### src/rtl/seg_xlate_pkg.sv
package seg_xlate_pkg;

    typedef enum logic [1:0] {
        ACC_READ  = 2'd0,
        ACC_WRITE = 2'd1,
        ACC_EXEC  = 2'd2,
        ACC_RSVD  = 2'd3
    } acc_kind_e;

    typedef enum logic [2:0] {
        TC_NONE        = 3'd0,
        TC_SEG_RANGE   = 3'd1,
        TC_SEG_ABSENT  = 3'd2,
        TC_OFF_LIMIT   = 3'd3,
        TC_RIGHTS      = 3'd4
    } trap_cause_e;

    typedef enum logic {
        ST_IDLE = 1'b0,
        ST_RESP = 1'b1
    } rsp_state_e;

    localparam int RIGHT_RD = 0;
    localparam int RIGHT_WR = 1;
    localparam int RIGHT_EX = 2;
    localparam int RIGHTS_W = 3;

endpackage

### src/rtl/seg_table_store.sv
module seg_table_store #(
    parameter int SEG_W = 3,
    parameter int OFF_W = 12,
    parameter int PA_W  = 16
) (
    input  logic                 clk,
    input  logic                 rst_n,
    input  logic                 wr_en,
    input  logic [SEG_W-1:0]     wr_idx,
    input  logic [PA_W-1:0]      wr_base,
    input  logic [OFF_W:0]       wr_len,
    input  logic                 wr_present,
    input  logic [2:0]           wr_rights,
    input  logic                 cnt_en,
    input  logic [SEG_W:0]       cnt_in,
    input  logic [SEG_W-1:0]     rd_idx,
    output logic [PA_W-1:0]      rd_base,
    output logic [OFF_W:0]       rd_len,
    output logic                 rd_present,
    output logic [2:0]           rd_rights,
    output logic [SEG_W:0]       seg_count
);
    localparam int NSEG = 1 << SEG_W;

    logic [PA_W-1:0]  base_q    [NSEG];
    logic [OFF_W:0]   len_q     [NSEG];
    logic             present_q [NSEG];
    logic [2:0]       rights_q  [NSEG];
    logic [SEG_W:0]   count_q;

    for (genvar e = 0; e < NSEG; e++) begin : g_entry
        logic hit;
        assign hit = wr_en && (wr_idx == SEG_W'(e));
        always_ff @(posedge clk) begin
            if (!rst_n) begin
                base_q[e]    <= '0;
                len_q[e]     <= '0;
                present_q[e] <= 1'b0;
                rights_q[e]  <= '0;
            end else if (hit) begin
                base_q[e]    <= wr_base;
                len_q[e]     <= wr_len;
                present_q[e] <= wr_present;
                rights_q[e]  <= wr_rights;
            end
        end
    end

    always_ff @(posedge clk) begin
        if (!rst_n) begin
            count_q <= '0;
        end else if (cnt_en) begin
            count_q <= cnt_in;
        end
    end

    assign rd_base    = base_q[rd_idx];
    assign rd_len     = len_q[rd_idx];
    assign rd_present = present_q[rd_idx];
    assign rd_rights  = rights_q[rd_idx];
    assign seg_count  = count_q;

endmodule

### src/rtl/seg_rights_check.sv
module seg_rights_check
    import seg_xlate_pkg::*;
#(
    parameter int SEG_W = 3,
    parameter int OFF_W = 12,
    parameter int PA_W  = 16
) (
    input  logic [SEG_W-1:0]     seg,
    input  logic [OFF_W-1:0]     off,
    input  logic [1:0]           kind,
    input  logic [SEG_W:0]       seg_count,
    input  logic [PA_W-1:0]      base,
    input  logic [OFF_W:0]       len,
    input  logic                 present,
    input  logic [2:0]           rights,
    output logic [2:0]           cause,
    output logic [PA_W-1:0]      paddr
);
    logic        in_range;
    logic        in_limit;
    logic        allowed;
    trap_cause_e cause_e;

    assign in_range = ({1'b0, seg} < seg_count);
    assign in_limit = ({1'b0, off} < len);

    always_comb begin
        unique case (acc_kind_e'(kind))
            ACC_READ:  allowed = rights[RIGHT_RD];
            ACC_WRITE: allowed = rights[RIGHT_WR];
            ACC_EXEC:  allowed = rights[RIGHT_EX];
            ACC_RSVD:  allowed = 1'b0;
            default:   allowed = 1'b0;
        endcase
    end

    always_comb begin
        if (!in_range)       cause_e = TC_SEG_RANGE;
        else if (!present)   cause_e = TC_SEG_ABSENT;
        else if (!in_limit)  cause_e = TC_OFF_LIMIT;
        else if (!allowed)   cause_e = TC_RIGHTS;
        else                 cause_e = TC_NONE;
    end

    assign cause = cause_e;
    assign paddr = (cause_e == TC_NONE) ? (base + PA_W'(off)) : '0;

endmodule

### src/rtl/seg_xlate_unit.sv
module seg_xlate_unit
    import seg_xlate_pkg::*;
#(
    parameter int SEG_W = 3,
    parameter int OFF_W = 12,
    parameter int PA_W  = 16
) (
    input  logic                 clk,
    input  logic                 rst_n,
    input  logic                 req_valid,
    input  logic [SEG_W-1:0]     req_seg,
    input  logic [OFF_W-1:0]     req_off,
    input  logic [1:0]           req_kind,
    input  logic                 cfg_we,
    input  logic [SEG_W-1:0]     cfg_idx,
    input  logic [PA_W-1:0]      cfg_base,
    input  logic [OFF_W:0]       cfg_len,
    input  logic                 cfg_present,
    input  logic [2:0]           cfg_rights,
    input  logic                 cnt_we,
    input  logic [SEG_W:0]       cnt_val,
    output logic                 rsp_valid,
    output logic                 rsp_trap,
    output logic [2:0]           rsp_cause,
    output logic [PA_W-1:0]      rsp_paddr
);
    logic [PA_W-1:0] ent_base;
    logic [OFF_W:0]  ent_len;
    logic            ent_present;
    logic [2:0]      ent_rights;
    logic [SEG_W:0]  seg_count_q;
    logic [2:0]      chk_cause;
    logic [PA_W-1:0] chk_paddr;

    rsp_state_e state_q, state_d;

    seg_table_store #(.SEG_W(SEG_W), .OFF_W(OFF_W), .PA_W(PA_W)) u_table (
        .clk        (clk),
        .rst_n      (rst_n),
        .wr_en      (cfg_we),
        .wr_idx     (cfg_idx),
        .wr_base    (cfg_base),
        .wr_len     (cfg_len),
        .wr_present (cfg_present),
        .wr_rights  (cfg_rights),
        .cnt_en     (cnt_we),
        .cnt_in     (cnt_val),
        .rd_idx     (req_seg),
        .rd_base    (ent_base),
        .rd_len     (ent_len),
        .rd_present (ent_present),
        .rd_rights  (ent_rights),
        .seg_count  (seg_count_q)
    );

    seg_rights_check #(.SEG_W(SEG_W), .OFF_W(OFF_W), .PA_W(PA_W)) u_check (
        .seg       (req_seg),
        .off       (req_off),
        .kind      (req_kind),
        .seg_count (seg_count_q),
        .base      (ent_base),
        .len       (ent_len),
        .present   (ent_present),
        .rights    (ent_rights),
        .cause     (chk_cause),
        .paddr     (chk_paddr)
    );

    always_comb begin
        unique case (state_q)
            ST_IDLE: state_d = req_valid ? ST_RESP : ST_IDLE;
            ST_RESP: state_d = req_valid ? ST_RESP : ST_IDLE;
            default: state_d = ST_IDLE;
        endcase
    end

    always_ff @(posedge clk) begin
        if (!rst_n) state_q <= ST_IDLE;
        else        state_q <= state_d;
    end

    always_ff @(posedge clk) begin
        if (!rst_n) begin
            rsp_trap  <= 1'b0;
            rsp_cause <= '0;
            rsp_paddr <= '0;
        end else if (req_valid) begin
            rsp_trap  <= (chk_cause != 3'd0);
            rsp_cause <= chk_cause;
            rsp_paddr <= chk_paddr;
        end
    end

    assign rsp_valid = (state_q == ST_RESP);

endmodule

### config.mk
export PLATFORM = sky130hd
export DESIGN_NAME = seg_xlate_unit
export DESIGN_NICKNAME = d
export VERILOG_FILES = /design/src/rtl/seg_xlate_pkg.sv /design/src/rtl/seg_table_store.sv /design/src/rtl/seg_rights_check.sv /design/src/rtl/seg_xlate_unit.sv
export SDC_FILE = /design/constraint.sdc
export NUM_CORES = 1
export LEC_CHECK = 0
export BUFFER_PORTS_ARGS = -buffer_cell sky130_fd_sc_hd__buf_4
export CAP_MARGIN = 20
export CORE_ASPECT_RATIO = 0.6
export CORE_UTILIZATION = 35
export CTS_CLUSTER_SIZE = 25
export DETAILED_ROUTE_END_ITERATION = 12
export GPL_TIMING_DRIVEN = 0
export PLACE_DENSITY = 0.55
export SLEW_MARGIN = 30
export SYNTH_ARGS = -nofsm -noshare
export SYNTH_HDL_FRONTEND = slang
export SYNTH_SLANG_ARGS = --single-unit
### constraint.sdc
create_clock -name clk -period 11.1 [get_ports clk]
set_clock_uncertainty 0.15 [all_clocks]
set_input_delay 1.11 -clock clk [delete_from_list [all_inputs] [get_ports clk]]
set_output_delay 1.11 -clock clk [all_outputs]
set_load 0.02 [all_outputs]
==> After elaboration in Yosys (flattened, before gate mapping) <==
Memories as Yosys holds them, arrays and structs flattened.
Index checks and enable logic that the tools add are counted.
{ "totals": {"reg_bits": 25, "latch_bits": 0, "mem_bits_rw": 264, "rom_bits": 0, "inputBits": 62, "output_inout_bits": 21, "mem_count": 4} }
{ "op_classes": {"add_sub_neg": 1, "n_mul": 0, "div": 0, "n_lt_le_gt_ge": 2, "eq_ne": 10, "shift": 0, "muxes": 64, "bitwise": 32, "n_reduce_logical": 12} }
{ "memory_table": {"columns": ["name", "depth", "word_bits", "rd", "rd_ports_with_merged_regs", "write_ports", "line", "rtl"], "rows": [
  ["u_table.base_q", 8, 16, 1, 0, 8, "seg_table_store.sv:25", "logic [PA_W-1:0] base_q [NSEG];"],
  ["u_table.len_q", 8, 13, 1, 0, 8, "seg_table_store.sv:26", "logic [OFF_W:0] len_q [NSEG];"],
  ["u_table.rights_q", 8, 3, 1, 0, 8, "seg_table_store.sv:28", "logic [2:0] rights_q [NSEG];"],
  ["u_table.present_q", 8, 1, 1, 0, 8, "seg_table_store.sv:27", "logic present_q [NSEG];"]
]} }
{ "ops": {"columns": ["operator", "count"], "rows": [
  ["$mux 16", 9],
  ["$mux 13", 8],
  ["$mux 3", 12],
  ["$mux 1", 34],
  ["$or 1x1->1", 32],
  ["$add 16x12->16", 1],
  ["$lt 12x13->1", 1],
  ["$eq 3x3->1 const B", 4],
  ["$logic_and 1x1->1", 8],
  ["$eq 3x2->1 const B", 2],
  ["$logic_not 3->1", 2],
  ["$eq 2x2->1 const B", 2],
  ["$lt 3x4->1", 1],
  ["$pmux 1 s4", 1],
  ["$eq 3x1->1 const B", 1],
  ["$reduce_bool 3->1", 1],
  ["$eq 2x1->1 const B", 1],
  ["$logic_not 2->1", 1]
]} }

==> Depth between registers and ports, before layout <==
{ "logic_depth": {"depth_word": 8, "mapped_depth": 15, "mapped_depth_nobuf": 11} }

==> Cells and area by module <==
Synthesis repeated with hierarchy kept, for this count alone.
{ "unflattened": {"hier_cells": 928, "hier_area_um2": 13848.3} }
{ "by_module_without_submodules": {"columns": ["mod", "instances", "cells_each", "area_each_um2", "seq_area_each_um2"], "rows": [
  ["seg_table_store", 1, 710, 11950.2, 7997.7],
  ["seg_rights_check", 1, 150, 1088.5, 0.0],
  ["seg_xlate_unit", 1, 68, 809.5, 420.4]
]} }

==> Worst setup path after synthesis <==
No wires, ideal clock.
{ "synth_timing": {"path_type": "input -> register", "from": "input req_seg[0]", "to": "register rsp_paddr[10]", "arrival_time_ns": 4.326, "required_time_ns": 10.863, "setup_slack_ns": 6.537, "stages": 15, "cell_sequence": "buf_6 -> buf_6 -> buf_2 -> buf_2 -> mux4_2 -> mux2i_1 -> ha_1 -> a21o_1 -> a21o_1 -> a211oi_1 -> o211ai_1 -> a221o_1 -> buf_6 -> buf_12 -> o31ai_1"} }
{ "synth_between": {"elab_chain_len": 8} }
{ "synth_rtl": {"columns": ["element", "line", "rtl"], "rows": [
  ["start: declaration", "seg_xlate_unit.sv:11", "input logic [SEG_W-1:0] req_seg,"],
  ["parallel branches: the longest is 7 deep, another holds $mem_v2 8x13", null, null],
  ["$mux 16 *", "seg_rights_check.sv:46", "assign paddr = (cause_e == TC_NONE) ? (base + PA_W'(off)) : '0;"],
  ["end signal: assignment", "seg_xlate_unit.sv:90", "rsp_paddr <= chk_paddr;"],
  ["end: declaration", "seg_xlate_unit.sv:25", "output logic [PA_W-1:0] rsp_paddr"]
]} }
Every way passes the cells marked *.
A chain may end at the register's enable or synchronous reset.

==> Worst setup path after layout <==
{ "layout_timing": {"from": "input req_seg[1]", "to": "register rsp_paddr[13]"} }
Same word-level chain as after synthesis.

==> results by group <==
Cells and area
  – Share of cells above drive strength 1: 20.80%
  – Nets: 1163
  – Final Non-Filler Cells: 1609
  – Post-route cell area: 16240 um^2
  – # diodes: 0
  – Area delta synth->final: 19.43%
  – Util after Layout: 42.76%

Setup path
  – CP max FO: 10
  – Element type at the critical path end: register
  – Req. time, crit path: 11430 ps
  – CP Class: in -> reg
  – CP dominant cell by count: buf_4
  – Critical Path, Cell by Cell: buf_4, buf_4, buf_4, clkbuf_1, clkbuf_1, mux4_2, mux2i_1, ha_1, a21o_1, a21o_1, a211oi_1, o211ai_1, a221o_1, buf_6, buf_12, o31ai_1
  – WP data arrival: 5780 ps
  – CP max-delay cell: clkbuf_1
  – Peak per-stage delay on the critical path: 770 ps
  – Worst setup SP type: primary input

Timing
  – Maximum clock rate: 183.5 MHz
  – Final setup violation count: 0
  – Crit path time final: 5451 ps
  – Unrepaired setup endpoints after global routing: false
  – Final Cycle Share: 49.11%
  – Max_slew headroom: 38.65%
  – Final hold violations: 0
  – Slew @ Worst Pin: 894.6 ps
  – Final Max Tran Viols: 0
  – Setup TNS: 0 ps
  – Min Hold Slack: 308.8 ps

Synthesis
  – Area contributors post-synth: edfxtp_1, and2_1, mux4_2
  – Post-synth ARST share: 0%
  – Post-synthesis sequential area ratio: 61.89%
  – Post-synth top area cell: edfxtp_1
  – Synth top area share: 58.06%
  – Syn Area/Cell: 14.44 um^2
  – Post-synth EDFFs: 263
  – Top FF cell, synth: edfxtp_1
  – Mapped Cells: 942
  – YS warnings: 0
  – Mapped Area: 13600 um^2
  – #FFs+latches synth: 289
  – Yosys cell types: 51
  – Post-Syn Nets: 1030

Pwr
  – Power share of the clock group: 37.2%
  – Comb power frac: 12.8%
  – Peak VDD IR: 0.0001005 V
  – Internal Pwr Total: 1.924 mW
  – LEAKAGE: 6.004 nW
  – Cell Pwr Density: 156.8 nW/um^2
  – P_sw: 622.2 uW
  – Sw Ratio: 24.43%
  – Seq pwr share: 50.0%

Floorplanning
  – Num rows: 55
  – # IOs: 83
  – Core footprint: 37990 um^2
  – Die area: 39680 um^2
  – Die W: 256.5 um
  – Die Y: 154.7 um
  – Initial Util: 35.81%

CTS
  – CTS H-tree lvls: 1
  – Cts bufs inserted: 29
  – Clock tree sinks: 289
  – Clock Tree Root: clkbuf_16
  – Post-CTS Setup Repair Bufs: 0
  – CTS clk-pin slew, worst paths: 60 ps
  – Worst-Skew Late Latency: 570 ps
  – CTS tree: done
  – Hold bufs inserted after CTS: 0
  – Maximum clock path buffer count: 3
  – Post-cts resize count: 0

Global route
  – Largest net degree at the start of global routing: 17
  – Number of global-route vias before repair: 8178
  – Antenna violations before repair: 1
  – Gr ovfl total: 0
  – GR Util All Layers: 19.04%
  – First-pass GRT wire length: 55.02 mm

Drt
  – Avg Vias per Cell: 5.073
  – # DRC: 0
  – Post-route ant nets: 0
  – Vias: 8163
  – DR WL met2: 15.27 mm
  – Final WL: 37.44 mm
  – Drt wl/cell: 23.27 um
  – Drt initial violations: 798
  – Top routing layer in use: met4
  – DR WL met3: 2.965 mm
  – WL met1: 18.69 mm
  – DR pass1 iterations: 5

Job
  – Max-cap viol count: 0

Hold path
  – Worst hold path type: reg -> reg

Placed design
  – Dpl hpwl: 26.54 mm
  – Inst Count DP: 1557
  – Placement Cell Area: 15350 um^2
  – Port bufs: 81
  – Placer Congestion: 0.8437

Outcome
  – Status: finished, final reports clean
[power by group through the flow]
stage	clock (mW)	combinational, mW	sequential [mW]
6_report	0.948	0.326	1.27
2_1_floorplan	0	0.180	1.30
4_1_cts	0.968	0.326	1.27
3_3_place_gp	0	0.297	1.30
3_5_place_dp	0	0.325	1.30
5_1_grt	1.01	0.351	1.28
[registers in the layout (all words and copies together) (netlist names)]
| signal | cells |
|---|---|
| rsp_valid | 1 |
| rsp_cause | 3 |
| rsp_trap | 1 |
| u_table.present_q | 8 |
| u_table.seg_count | 4 |
| u_table.rights_q | 24 |
| u_table.base_q | 128 |
| u_table.len_q | 104 |
| rsp_paddr | 16 |
[placed cells by master, fill, tap and decap left out, drive strengths merged, types with 8 or more instances in the layout]
| cell type | n |
|---|---|
| ha | 25 |
| a21oi | 12 |
| mux4 | 67 |
| buf | 116 |
| clkbuf | 81 |
| o31ai | 18 |
| a21o | 8 |
| mux2i | 20 |
| and2 | 266 |
| o21ai | 17 |
| dfxtp | 26 |
| edfxtp | 263 |
| nand2 | 67 |
| inv | 12 |
| nor2 | 28 |
[worst max-delay path, delay by kind of cell]
family	cells	cell delay (ps)
AOI/OAI and AO/OA	6	1350
adders and majority gates	1	320
buffers and inverters	7	2210
muxes	2	760
[cell usage after synthesis (all sizes together) (2+ instances only)]
cell and count:
a21oi 12, clkbuf 36, mux4 67, o21ai 17, or2 2, and2 266
or3 3, ha 25, nor2 28, xnor2 5, xor2 5, dfxtp 26
mux2 2, o31ai 18, edfxtp 263, and3 2, buf 14, mux2i 20
nand2 67, nand3 6, nor2b 4, a21o 8, nand2b 6, o41ai 2
o211ai 4, o211a 2, nor3 4, inv 11, nand4 2
[logic make-up after synthesis]
kind of cell,count (synthesis),synth area share (%)
simple gates,391,16.16
flops,289,61.89
mux,89,12.90
compound gates,76,3.873
buf+inv,61,2.088
fa+ha+maj,26,2.447
xor+xnor,10,0.6439
[cell type report]
type | instances | area, um^2
plain buffers | 50 | 244.0
repair buffers | 102 | 1013
multi-input cells | 592 | 4995
clock buffers | 45 | 825.8
well taps | 513 | 641.9
clock inverters | 7 | 65.06
fillers | 3489 | 21740
inverters | 11 | 41.29
flip-flops and latches | 289 | 8418
[layer usage]
layer / track usage [%] / up-vias
met5: 0 / -
met4: 2.920 / 0
met3: 4.605 / 38
met2: 26.62 / 270
met1: 29.95 / 4106
li1: - / 3749
[per-stage QoR]
stage                     total power, mW  setup WS [ps]
after floorplan                     1.475           6537
after global placement              1.602           3490
after detailed placement            1.621           5078
after CTS                           2.567           5641
after global routing                2.636           5447
final                               2.547           5649
[path summary, 6_finish.rpt]
| kind | startpoint | to | slack [ps] | cells after the start |
|---|---|---|---|---|
| worst max-delay path | req_seg[1] | rsp_paddr[13] | 5650 | 16 |
| worst min-delay path | rsp_paddr[14] | rsp_paddr[14] | 310 | 2 |
| worst max register to register | u_table.len_q[3][10] | rsp_paddr[13] | 7720 | 11 |
| worst min register to register | rsp_paddr[14] | rsp_paddr[14] | 310 | 2 |
Power figures use the tool's default switching activity.
